$ cat src/rtl/aud_pkg.sv
// Shared constants, types and decode helpers for the audio serial slave port.
package aud_pkg;

    localparam int SAMPLE_W = 24;
    localparam int SLOT_W   = 32;
    localparam int POS_W    = $clog2(SLOT_W) + 1;

    typedef logic [POS_W-1:0] pos_t;

    typedef enum logic [1:0] {
        FMT_I2S   = 2'd0,
        FMT_LEFT  = 2'd1,
        FMT_RIGHT = 2'd2,
        FMT_RSVD  = 2'd3
    } fmt_e;

    // Number of sample bits selected by the width code.
    function automatic pos_t word_bits(input logic [1:0] sel);
        case (sel)
            2'd0:    return pos_t'(16);
            2'd1:    return pos_t'(20);
            default: return pos_t'(24);
        endcase
    endfunction

    // Bit-clock slots between the half-frame start and the sample MSB.
    function automatic pos_t lead_gap(input fmt_e f, input pos_t w);
        case (f)
            FMT_LEFT:  return pos_t'(0);
            FMT_RIGHT: return pos_t'(SLOT_W) - w;
            default:   return pos_t'(1);
        endcase
    endfunction

    // True when the word-select level denotes the left channel.
    function automatic logic chan_is_left(input fmt_e f, input logic ws);
        if (f == FMT_LEFT || f == FMT_RIGHT) return ws;
        return ~ws;
    endfunction

endpackage

$ cat src/rtl/aud_edge_sync.sv
// Multi-stage synchronizer for the host serial pins, with edge detection
// on bit 0 (the bit clock). All bits share one chain, so data sampled
// together with a detected edge has the same latency as that edge.
// Assumes STAGES >= 1 and a system clock much faster than bit 0 toggles.
module aud_edge_sync #(
    parameter int WIDTH  = 3,
    parameter int STAGES = 2
) (
    input  logic             clk,
    input  logic             rst_n,
    input  logic [WIDTH-1:0] async_in,
    output logic [WIDTH-1:0] sync_out,
    output logic             rise0,
    output logic             fall0
);

    logic [STAGES-1:0][WIDTH-1:0] chain_q;
    logic                         prev0_q;

    // Shift the asynchronous pins through the synchronizer chain.
    always_ff @(posedge clk) begin
        if (!rst_n) begin
            chain_q <= '0;
        end else begin
            chain_q[0] <= async_in;
            for (int i = 1; i < STAGES; i++) begin
                chain_q[i] <= chain_q[i-1];
            end
        end
    end

    assign sync_out = chain_q[STAGES-1];

    // Remember the last synchronized bit clock for edge detection.
    always_ff @(posedge clk) begin
        if (!rst_n) prev0_q <= 1'b0;
        else        prev0_q <= sync_out[0];
    end

    assign rise0 = sync_out[0] & ~prev0_q;
    assign fall0 = ~sync_out[0] & prev0_q;

endmodule

$ cat src/rtl/aud_frame_track.sv
// Tracks the half-frame position from word-select changes seen at bit-clock
// rising edges. It gives the slot index of the current bit-clock period
// (used at a rising edge) or of the next one (used at a falling edge),
// and which channel that slot belongs to.
// Assumes word select changes only with bit-clock falling edges.
module aud_frame_track
    import aud_pkg::*;
(
    input  logic clk,
    input  logic rst_n,
    input  fmt_e fmt,
    input  logic ws_s,
    input  logic rise,
    output pos_t slot_pos,
    output logic slot_left,
    output logic slot_ok
);

    localparam pos_t POS_MAX = {POS_W{1'b1}};

    logic primed_q;
    logic synced_q;
    logic ws_last_q;
    pos_t pos_q;
    logic ws_moved;

    assign ws_moved  = (ws_s != ws_last_q);
    assign slot_pos  = ws_moved ? '0 : ((pos_q == POS_MAX) ? POS_MAX : pos_q + 1'b1);
    assign slot_left = chan_is_left(fmt, ws_s);
    assign slot_ok   = primed_q && (synced_q || ws_moved);

    // Advance or restart the slot counter at each bit-clock rising edge.
    always_ff @(posedge clk) begin
        if (!rst_n) begin
            primed_q  <= 1'b0;
            synced_q  <= 1'b0;
            ws_last_q <= 1'b0;
            pos_q     <= '0;
        end else if (rise) begin
            ws_last_q <= ws_s;
            if (!primed_q) begin
                primed_q <= 1'b1;
                pos_q    <= POS_MAX;
            end else begin
                pos_q <= slot_pos;
                if (ws_moved) synced_q <= 1'b1;
            end
        end
    end

endmodule

$ cat src/rtl/aud_rx_deser.sv
// Receive deserializer. It samples serial data at bit-clock rising edges
// within the sample window of each half-frame and assembles left-aligned
// words. When a right word completes after a left one, it publishes the
// pair with a one-cycle strobe.
// Assumes the width and format are stable while a frame is in progress.
module aud_rx_deser
    import aud_pkg::*;
(
    input  logic                clk,
    input  logic                rst_n,
    input  fmt_e                fmt,
    input  logic [1:0]          width_sel,
    input  logic                rise,
    input  logic                sd_s,
    input  pos_t                slot_pos,
    input  logic                slot_left,
    input  logic                slot_ok,
    output logic [SAMPLE_W-1:0] rx_left,
    output logic [SAMPLE_W-1:0] rx_right,
    output logic                rx_valid
);

    pos_t                w_bits;
    pos_t                gap;
    logic                in_win;
    pos_t                rel;
    pos_t                shamt;
    logic                last_bit;
    logic [SAMPLE_W-1:0] acc_q;
    logic [SAMPLE_W-1:0] acc_next;
    logic [SAMPLE_W-1:0] left_hold_q;
    logic                have_left_q;

    assign w_bits   = word_bits(width_sel);
    assign gap      = lead_gap(fmt, w_bits);
    assign in_win   = (slot_pos >= gap) && (slot_pos < gap + w_bits);
    assign rel      = slot_pos - gap;
    assign shamt    = pos_t'(SAMPLE_W - 1) - rel;
    assign last_bit = (rel == w_bits - 1'b1);

    // Merge the incoming bit into the word, restarting at the MSB slot.
    always_comb begin
        acc_next = (rel == '0) ? '0 : acc_q;
        acc_next = acc_next | (SAMPLE_W'(sd_s) << shamt);
    end

    // Capture bits and publish completed stereo pairs.
    always_ff @(posedge clk) begin
        if (!rst_n) begin
            acc_q       <= '0;
            left_hold_q <= '0;
            have_left_q <= 1'b0;
            rx_left     <= '0;
            rx_right    <= '0;
            rx_valid    <= 1'b0;
        end else begin
            rx_valid <= 1'b0;
            if (rise && slot_ok && in_win) begin
                acc_q <= acc_next;
                if (last_bit) begin
                    if (slot_left) begin
                        left_hold_q <= acc_next;
                        have_left_q <= 1'b1;
                    end else if (have_left_q) begin
                        rx_left     <= left_hold_q;
                        rx_right    <= acc_next;
                        rx_valid    <= 1'b1;
                        have_left_q <= 1'b0;
                    end
                end
            end
        end
    end

endmodule

$ cat src/rtl/aud_tx_ser.sv
// Transmit serializer. At each bit-clock falling edge it drives the bit
// belonging to the next slot. It takes both channel words at the start of
// the left half-frame and sends zero outside the sample window.
// Assumes word select has settled by the time the falling edge is seen.
module aud_tx_ser
    import aud_pkg::*;
(
    input  logic                clk,
    input  logic                rst_n,
    input  fmt_e                fmt,
    input  logic [1:0]          width_sel,
    input  logic                fall,
    input  pos_t                slot_pos,
    input  logic                slot_left,
    input  logic                slot_ok,
    input  logic [SAMPLE_W-1:0] tx_left,
    input  logic [SAMPLE_W-1:0] tx_right,
    output logic                sd_out
);

    pos_t                w_bits;
    pos_t                gap;
    logic                in_win;
    pos_t                shamt;
    logic                frame_start;
    logic [SAMPLE_W-1:0] word;
    logic [SAMPLE_W-1:0] shifted;
    logic [SAMPLE_W-1:0] hold_l_q;
    logic [SAMPLE_W-1:0] hold_r_q;

    assign w_bits      = word_bits(width_sel);
    assign gap         = lead_gap(fmt, w_bits);
    assign in_win      = (slot_pos >= gap) && (slot_pos < gap + w_bits);
    assign shamt       = pos_t'(SAMPLE_W - 1) - (slot_pos - gap);
    assign frame_start = slot_ok && slot_left && (slot_pos == '0);

    // Pick the word for the coming slot, bypassing the hold at frame start.
    always_comb begin
        if (frame_start)    word = tx_left;
        else if (slot_left) word = hold_l_q;
        else                word = hold_r_q;
        shifted = word >> shamt;
    end

    // Latch frame words and drive the output bit at bit-clock falls.
    always_ff @(posedge clk) begin
        if (!rst_n) begin
            hold_l_q <= '0;
            hold_r_q <= '0;
            sd_out   <= 1'b0;
        end else if (fall) begin
            if (frame_start) begin
                hold_l_q <= tx_left;
                hold_r_q <= tx_right;
            end
            sd_out <= slot_ok && in_win && shifted[0];
        end
    end

endmodule

$ cat src/rtl/aud_serial_slave.sv
// Top of the slave-mode stereo serial audio port. It synchronizes the
// host pins, tracks half-frame slots, deserializes receive samples and
// serializes transmit samples. Framing and width come from fmt_sel and
// width_sel, which are expected to change only while the link is idle or
// in reset.
module aud_serial_slave
    import aud_pkg::*;
#(
    parameter int SYNC_STAGES = 2
) (
    input  logic                clk,
    input  logic                rst_n,
    input  logic [1:0]          fmt_sel,
    input  logic [1:0]          width_sel,
    input  logic                sck_in,
    input  logic                ws_in,
    input  logic                sd_in,
    output logic                sd_out,
    input  logic [SAMPLE_W-1:0] tx_left,
    input  logic [SAMPLE_W-1:0] tx_right,
    output logic [SAMPLE_W-1:0] rx_left,
    output logic [SAMPLE_W-1:0] rx_right,
    output logic                rx_valid
);

    localparam int PIN_W = 3;

    fmt_e             fmt;
    logic [PIN_W-1:0] pins_s;
    logic             sck_rise;
    logic             sck_fall;
    pos_t             slot_pos;
    logic             slot_left;
    logic             slot_ok;

    assign fmt = fmt_e'(fmt_sel);

    aud_edge_sync #(
        .WIDTH  (PIN_W),
        .STAGES (SYNC_STAGES)
    ) u_sync (
        .clk      (clk),
        .rst_n    (rst_n),
        .async_in ({sd_in, ws_in, sck_in}),
        .sync_out (pins_s),
        .rise0    (sck_rise),
        .fall0    (sck_fall)
    );

    aud_frame_track u_track (
        .clk       (clk),
        .rst_n     (rst_n),
        .fmt       (fmt),
        .ws_s      (pins_s[1]),
        .rise      (sck_rise),
        .slot_pos  (slot_pos),
        .slot_left (slot_left),
        .slot_ok   (slot_ok)
    );

    aud_rx_deser u_rx (
        .clk       (clk),
        .rst_n     (rst_n),
        .fmt       (fmt),
        .width_sel (width_sel),
        .rise      (sck_rise),
        .sd_s      (pins_s[2]),
        .slot_pos  (slot_pos),
        .slot_left (slot_left),
        .slot_ok   (slot_ok),
        .rx_left   (rx_left),
        .rx_right  (rx_right),
        .rx_valid  (rx_valid)
    );

    aud_tx_ser u_tx (
        .clk       (clk),
        .rst_n     (rst_n),
        .fmt       (fmt),
        .width_sel (width_sel),
        .fall      (sck_fall),
        .slot_pos  (slot_pos),
        .slot_left (slot_left),
        .slot_ok   (slot_ok),
        .tx_left   (tx_left),
        .tx_right  (tx_right),
        .sd_out    (sd_out)
    );

endmodule

$ cat config.mk
export PLATFORM = sky130hd
export DESIGN_NAME = aud_serial_slave
export DESIGN_NICKNAME = d
export VERILOG_FILES = /design/src/rtl/aud_pkg.sv /design/src/rtl/aud_edge_sync.sv /design/src/rtl/aud_frame_track.sv /design/src/rtl/aud_rx_deser.sv /design/src/rtl/aud_tx_ser.sv /design/src/rtl/aud_serial_slave.sv
export SDC_FILE = /design/constraint.sdc
export NUM_CORES = 1
export LEC_CHECK = 0
export BUFFER_PORTS_ARGS = -buffer_cell sky130_fd_sc_hd__buf_2
export CORE_UTILIZATION = 35
export DETAILED_ROUTE_END_ITERATION = 6
export PLACE_DENSITY = 0.6
export SYNTH_ARGS = -nofsm -noshare
export SYNTH_HDL_FRONTEND = slang
export SYNTH_SLANG_ARGS = --single-unit
$ cat constraint.sdc
create_clock -name clk -period 4.2 [get_ports clk]
set_input_delay 0.21 -clock clk [delete_from_list [all_inputs] [get_ports clk]]
set_output_delay 0.21 -clock clk [all_outputs]
set_load 0.02 [all_outputs]
== Word-level counts from Yosys, hierarchy flattened ==
Index checks and enable logic that the tools add are counted.

* Input port bits: 57
* Register bits: 163
* Logic and storage cells: 74
* Output and inout port bits: 50

* Shifts and indexed selects: 2
* Magnitude comparators: 2
* Equality and inequality tests: 6
* Bitwise gates (word level): 10
* Reductions and logical operators: 19
* Mux-type cells: 13
* $add $sub $neg: 6

{| class="wikitable"
|+ Operator list
! operator !! number
|-
| 24-bit 2-to-1 mux || 3
|-
| 24-bit bitwise OR || 1
|-
| 1-bit by 6-bit left shift with 24-bit output || 1
|-
| 24-bit by 6-bit right shift with 1-bit output || 1
|-
| 6-bit 2-to-1 mux || 3
|-
| 6-bit logical NOT || 2
|-
| 6-bit one-hot mux with 2 select lines || 1
|-
| 1-bit logical AND || 8
|-
| 4-bit one-hot mux with 2 select lines || 1
|-
| 1-bit inverter || 7
|-
| 6-bit by 1-bit adder with 6-bit output, second input constant || 1
|-
| 6-bit adder || 1
|-
| 6-bit equality test || 1
|-
| 6-bit equality test, second input constant || 1
|-
| 6-bit >= comparator || 1
|-
| 6-bit < comparator || 1
|-
| 3-bit AND reduction || 2
|-
| 5-bit by 6-bit subtractor with 6-bit output, first input constant || 1
|-
| 6-bit by 1-bit subtractor with 6-bit output, second input constant || 1
|-
| 6-bit by 5-bit subtractor with 6-bit output, first input constant || 1
|-
| 6-bit subtractor || 1
|-
| 1-bit 2-to-1 mux || 5
|-
| 2-bit by 1-bit equality test with 1-bit output, second input constant || 2
|-
| 2-bit AND reduction || 2
|-
| other kinds (7) || 9
|}

== Depth between registers and ports, before layout ==
* Word-level depth: 10
* Depth in mapped cells: 19
* Mapped depth without buffers: 18

== By module ==
Synthesis repeated with hierarchy kept, for this count alone.

* Cell total of the unflattened synthesis: 908
* Area total of the unflattened synthesis: 8142.8 sq um

{| class="wikitable"
|+ Modules (own cells, without submodules)
! module !! cells each !! area an instance (sq um) !! sequential area each (sq um) !! instances
|-
| aud_rx_deser || 491 || 4426.7 || 1961.9 || 1
|-
| aud_tx_ser || 339 || 2962.8 || 980.9 || 1
|-
| aud_frame_track || 59 || 534.3 || 180.2 || 1
|-
| aud_edge_sync || 19 || 219.0 || 140.1 || 1
|}

== Worst setup path after synthesis ==
No wires, ideal clock.

* Path kind: register to register
* Start point: register u_track.pos_q[0]
* End point: register u_rx.left_hold_q[6]
* Slack: 0.239 ns
* Buffers on the path: 2
* Required time: 4.130 ns
* Arrival: 3.891 ns
* Cell stages (with the launch flop): 18
* Library setup time: 0.070 ns
* Clock period less this slack: 3.961 ns
* Cells stage by stage: dfxtp_1 > ha_1 > and2_1 > clkbuf_1 > nand2_1 > a21oi_1 > ha_1 > inv_1 > nor2_1 > a2111o_1 > xnor2_4 > ha_1 > clkbuf_1 > nor2b_1 > nand3_1 > mux2i_1 > a22oi_1 > a21oi_1

* Cells in the longest elaborated chain, start to end: 7
* Elaborated cells between the ends (all ways): 16
* Those cells by class: 3 x add/sub; 2 x order compare; 2 x eq/ne; 1 x shift; 3 x mux; 1 x bitwise; 4 x reduce/logical

{| class="wikitable"
|+ RTL lines
! element !! line !! text
|-
| start, declared || aud_frame_track.sv:24 || <nowiki>pos_t pos_q;</nowiki>
|-
| start signal, assigned || aud_frame_track.sv:45 || <nowiki>pos_q <= slot_pos;</nowiki>
|-
| 6-bit by 1-bit adder with 6-bit output / 6-bit equality test (equally long branches) || aud_frame_track.sv:28 || <nowiki>assign slot_pos = ws_moved ? '0 : ((pos_q == POS_MAX) ? POS_MAX : pos_q + 1'b1);</nowiki>
|-
| 6-bit 2-to-1 mux * (2 in a row) || aud_frame_track.sv:28 ||
|-
| 6-bit subtractor (tied with other cells) || aud_rx_deser.sv:37 || <nowiki>assign rel = slot_pos - gap;</nowiki>
|-
| 5-bit by 6-bit subtractor with 6-bit output (tied with other cells) || aud_rx_deser.sv:38 || <nowiki>assign shamt = pos_t'(SAMPLE_W - 1) - rel;</nowiki>
|-
| 1-bit by 6-bit left shift with 24-bit output (tied with other cells) || aud_rx_deser.sv:44 || <nowiki>acc_next = acc_next | (SAMPLE_W'(sd_s) << shamt);</nowiki>
|-
| 24-bit bitwise OR / 3-bit AND reduction (equally long branches) || - ||
|-
| end signal, assigned || aud_rx_deser.sv:62 || <nowiki>left_hold_q <= acc_next;</nowiki>
|-
| end, declared || aud_rx_deser.sv:31 || <nowiki>logic [SAMPLE_W-1:0] left_hold_q;</nowiki>
|}

Every way passes the cells marked *; elsewhere a longest branch is shown, timed or not.
A chain may end at the register's enable or synchronous reset.

== Final worst setup path ==
* Start point: register u_track.pos_q[0]
* End point: register u_rx.left_hold_q[16]

The elaborated chain is that of the path after synthesis.

==> results.txt <==
----------------------------------------------------
[Status]
  Status ... finished clean

[Detailed routing]
  Initial DRT Pass Iterations ... 5
  Remaining antenna violation count ... 0
  Drt via density ... 5.19
  Iteration-0 DRC Markers ... 402
  Vias post-DR ... 6,344
  Wirelength per Cell ... 15.5 um
  Number of DRC violations after detailed routing ... 0
  Total Wirelength ... 18.9 mm

[Clock tree]
  CTS tree ... built
  Clock root buffer master ... sky130_fd_sc_hd__clkbuf_16
  Clk sinks ... 163
  CTS max path bufs ... 2
  CTS H-tree lvls ... 4
  Clk Latency, worst-skew pair ... 430 ps
  Number of clock buffers inserted by TritonCTS ... 17
  Clock transition at the registers of the reported paths ... 70 ps

[Timing]
  Minimum hold slack ... 9.10 ps
  Setup violations, final ... 0
  Measured slew at the worst slew-check pin ... 808 ps
  Final TNS setup ... 0 ps
  Min Tclk post-route ... 3880 ps
  Period utilization ... 92.5%
  Fin Clk Skew ... 13.9 ps
  Worst slew margin ... 45.8%
  Final worst-path setup slack ... 315 ps
  Endpoints failing hold ... 0
  Highest clock rate ... 257 MHz
  Final max-slew violation count ... 0

[Power and ir drop]
  Leakage power ... 3.40 nW
  Cell Pwr Density ... 399 mW/mm2
  Total design power ... 3.57 mW
  Worst vdd rail ir drop ... 300 uV

[Layout]
  Layout Nets ... 1,005
  Diodes inserted ... 0
  Filler cell count in the final layout ... 2,136
  Area growth from synthesis to final layout ... 19.7%
  Layout cell share with drive strength beyond 1 ... 22.6%

[Worst setup path]
  CP max stage delay ... 500 ps
  CP Max Fanout ... 9
  Most repeated library cell on the critical path ... sky130_fd_sc_hd__nand2_1
  Critical path start-end classification ... reg2reg
  Standard cell with the maximum stage delay on the critical path ... sky130_fd_sc_hd__or3b_2
  Arrival time of data at the critical path endpoint ... 4240 ps
  Buffers plus inverters on the worst setup path ... 0
  Setup crit start kind ... flop
  Kind of cell adding the most delay to the critical path ... simple AND/OR/NAND/NOR gates
  Cell-by-cell listing of the critical path ... ha_1, and2_2, nand2_1, nand2_1, nand2_1, ha_1, ha_2, nand2b_1, nor2_1, a2111o_1, xnor2_4, ha_2, or3b_2, nor3_1, a22oi_1, a21oi_1
  Required time reported for the critical path endpoint ... 4560 ps
  Endpoint class of the critical path ... flop

[Synthesis]
  #FFs+latches synth ... 163
  Synthesized netlist net count ... 910
  FFs w/ async S/R, synth ... 0%
  Cell with the most instances after synthesis ... sky130_fd_sc_hd__dfxtp_1
  Cell taking the most area after synthesis ... sky130_fd_sc_hd__dfxtp_1
  Post-Synthesis Cells ... 840
  Biggest area contributors in the synthesized netlist ... sky130_fd_sc_hd__dfxtp_1 (44%), sky130_fd_sc_hd__a21oi_1 (7.4%), sky130_fd_sc_hd__nand2_1 (6.1%)
  Most used DFF post-synth ... sky130_fd_sc_hd__dfxtp_1
  Sequential fraction of the synthesis area ... 43.7%
  Post-synth top area share ... 43.7%
  Total standard cell area after synthesis ... 0.00746 mm2
  Number of different library cells in the post-synthesis netlist ... 67
  Syn Area/Cell ... 8.89 um2
  Top cells by count, synth ... sky130_fd_sc_hd__dfxtp_1 (163), sky130_fd_sc_hd__nand2_1 (122), sky130_fd_sc_hd__a21oi_1 (111), sky130_fd_sc_hd__nor2_1 (75), sky130_fd_sc_hd__o21ai_0 (50)
  Post-synth EDFFs ... 0
  Warnings, synthesis ... 0

[Floorplan]
  I/O Pins ... 107
  Die Span X ... 148 um
  Placeable core region ... 0.0210 mm2
  Vertical extent of the die ... 148 um
  Row count ... 53
  Total die area ... 0.0219 mm2
  Effective utilization at floorplan ... 35.6%

[Global routing]
  Vias in the first global route ... 5,953
  Global-route wire length before repair ... 30.4 mm
  Number of antenna violations at the first check in global routing ... 0
  Largest net degree at the start of global routing ... 73
  Tot GR Track Use ... 17.6%
  Total congestion overflow ... 0

[Min path]
  Worst min-delay path category ... in2reg

[Place]
  Routability cong. ... 0.860
  Final HPWL from detailed placement ... 12.8 mm
  Worst slack at placement ... 208 ps
  Buffers on Ports ... 106

[Job]
  MaxCap Viol Count ... 0

----------------------------------------------------
## metrics by stage
step | area [um2] | instances | util, %
6_report | 8940 | 1223 | 42.6
3_5_place_dp | 8250 | 1184 | 39.4
3_3_place_gp | 8250 | 1184 | 39.4
5_1_grt | 8940 | 1223 | 42.6
2_1_floorplan | 7460 | 840 | -
4_1_cts | 8890 | 1219 | 42.4
## flip-flops by register name (all words and copies together), names as in the netlist
register / count
u_rx.acc_q: 24
u_tx.hold_r_q: 24
u_rx.rx_right: 24
u_rx.have_left_q: 1
u_track.synced_q: 1
u_rx.rx_valid: 1
u_rx.left_hold_q: 24
u_rx.rx_left: 24
u_tx.sd_out: 1
u_track.primed_q: 1
u_tx.hold_l_q: 24
u_sync.sync_out: 3
u_track.pos_q: 6
u_sync.chain_q: 3
u_sync.prev0_q: 1
u_track.ws_last_q: 1
## path summary, 6_finish.rpt
| check | from | depth (start not counted) | end | slack (ps) |
|---|---|---|---|---|
| min reg2reg | u_sync.chain_q[2] | 1 | u_sync.sync_out[2] | 440 |
| max reg2reg | u_track.pos_q[0] | 16 | u_rx.left_hold_q[16] | 320 |
| min | tx_right[14] | 3 | u_tx.hold_r_q[14] | 9 |
| max | u_track.pos_q[0] | 16 | u_rx.left_hold_q[16] | 320 |
## placed cells by master, fill, tap and decap left out, types with 3 or more instances in the layout
cell                            netlist  final
sky130_fd_sc_hd__a211oi_1             4      4
sky130_fd_sc_hd__a21oi_1            111    111
sky130_fd_sc_hd__a22oi_1             38     38
sky130_fd_sc_hd__a31oi_1              6      6
sky130_fd_sc_hd__and2_1              11     10
sky130_fd_sc_hd__buf_12               2      3
sky130_fd_sc_hd__buf_2               14    106
sky130_fd_sc_hd__buf_4                0     28
sky130_fd_sc_hd__clkbuf_16            0     17
sky130_fd_sc_hd__clkinv_8             0      6
sky130_fd_sc_hd__dfxtp_1            163    163
sky130_fd_sc_hd__dlygate4sd3_1        0      3
sky130_fd_sc_hd__ha_1                13     11
sky130_fd_sc_hd__inv_1                9      8
sky130_fd_sc_hd__inv_2                4      5
sky130_fd_sc_hd__inv_8                0      4
sky130_fd_sc_hd__mux2_2               5      5
sky130_fd_sc_hd__mux2i_1             35     35
sky130_fd_sc_hd__mux4_2              13     13
sky130_fd_sc_hd__nand2_1            122    122
sky130_fd_sc_hd__nand3_1              8      8
sky130_fd_sc_hd__nand3b_1             3      3
sky130_fd_sc_hd__nand4_1              5      5
sky130_fd_sc_hd__nor2_1              75     75
sky130_fd_sc_hd__nor2b_1              8      7
sky130_fd_sc_hd__nor3_1              13     13
sky130_fd_sc_hd__nor4bb_1             3      3
sky130_fd_sc_hd__o21ai_0             50     50
sky130_fd_sc_hd__o21ai_1             14     14
sky130_fd_sc_hd__o22ai_1              3      3
sky130_fd_sc_hd__o31ai_1              4      4
sky130_fd_sc_hd__xnor2_1              8      7
## timing repair
action                     CTS  global route
hold endpoints to repair     3             0
hold buffers                 3             0
gates resized for setup      0             7
buffers inserted             0             4
setup endpoints to repair    0            67
## report_power, final
part / leakage, nW / internal (mW) / switching [mW]
clock network: 0.289 / 0.806 / 0.752
registers: 1.31 / 1.55 / 0.00780
logic: 1.80 / 0.181 / 0.272
total: 3.40 / 2.54 / 1.03
## metal layers
layer  wire length [um]  GRT usage (%)  vias up
met5                  0              0        -
met4                334           6.13        0
met3                610           3.73       21
met2               9250           29.8      114
met1               8710           21.9     3040
li1                   -              -     3169
## cells by family (layout without fill, tap and decap cells)
logic type	after synthesis	in the layout	synth area share (%)
flops	163	163	43.7
buf+inv	77	185	5.05
mux	53	53	9.37
simple gates	266	266	16.4
compound gates	254	254	20.9
xor+xnor	14	14	2.43
fa+ha+maj	13	13	2.18
## worst reg2reg max path, stage by stage (launching register included)
cell                       delay, ps
sky130_fd_sc_hd__dfxtp_1         340
sky130_fd_sc_hd__ha_1            250
sky130_fd_sc_hd__and2_2          250
sky130_fd_sc_hd__nand2_1          90
sky130_fd_sc_hd__nand2_1          60
sky130_fd_sc_hd__nand2_1          90
sky130_fd_sc_hd__ha_1            200
sky130_fd_sc_hd__ha_2            240
sky130_fd_sc_hd__nand2b_1        150
sky130_fd_sc_hd__nor2_1           50
sky130_fd_sc_hd__a2111o_1        440
sky130_fd_sc_hd__xnor2_4         230
sky130_fd_sc_hd__ha_2            360
sky130_fd_sc_hd__or3b_2          510
sky130_fd_sc_hd__nor3_1          230
sky130_fd_sc_hd__a22oi_1         150
sky130_fd_sc_hd__a21oi_1         190
## final cells by class
cell class / instances / area (um2) / share of cell area [%]
Multi-Input combinational cell: 600 / 3840 / 43.0
Sequential cell: 163 / 3260 / 36.5
Timing Repair Buffer: 140 / 831 / 9.30
Clock buffer: 17 / 425 / 4.76
Tap cell: 275 / 344 / 3.85
Clock inverter: 15 / 184 / 2.06
Inverter: 13 / 48.8 / 0.546
Note: power is estimated with default switching activity, not from simulation.
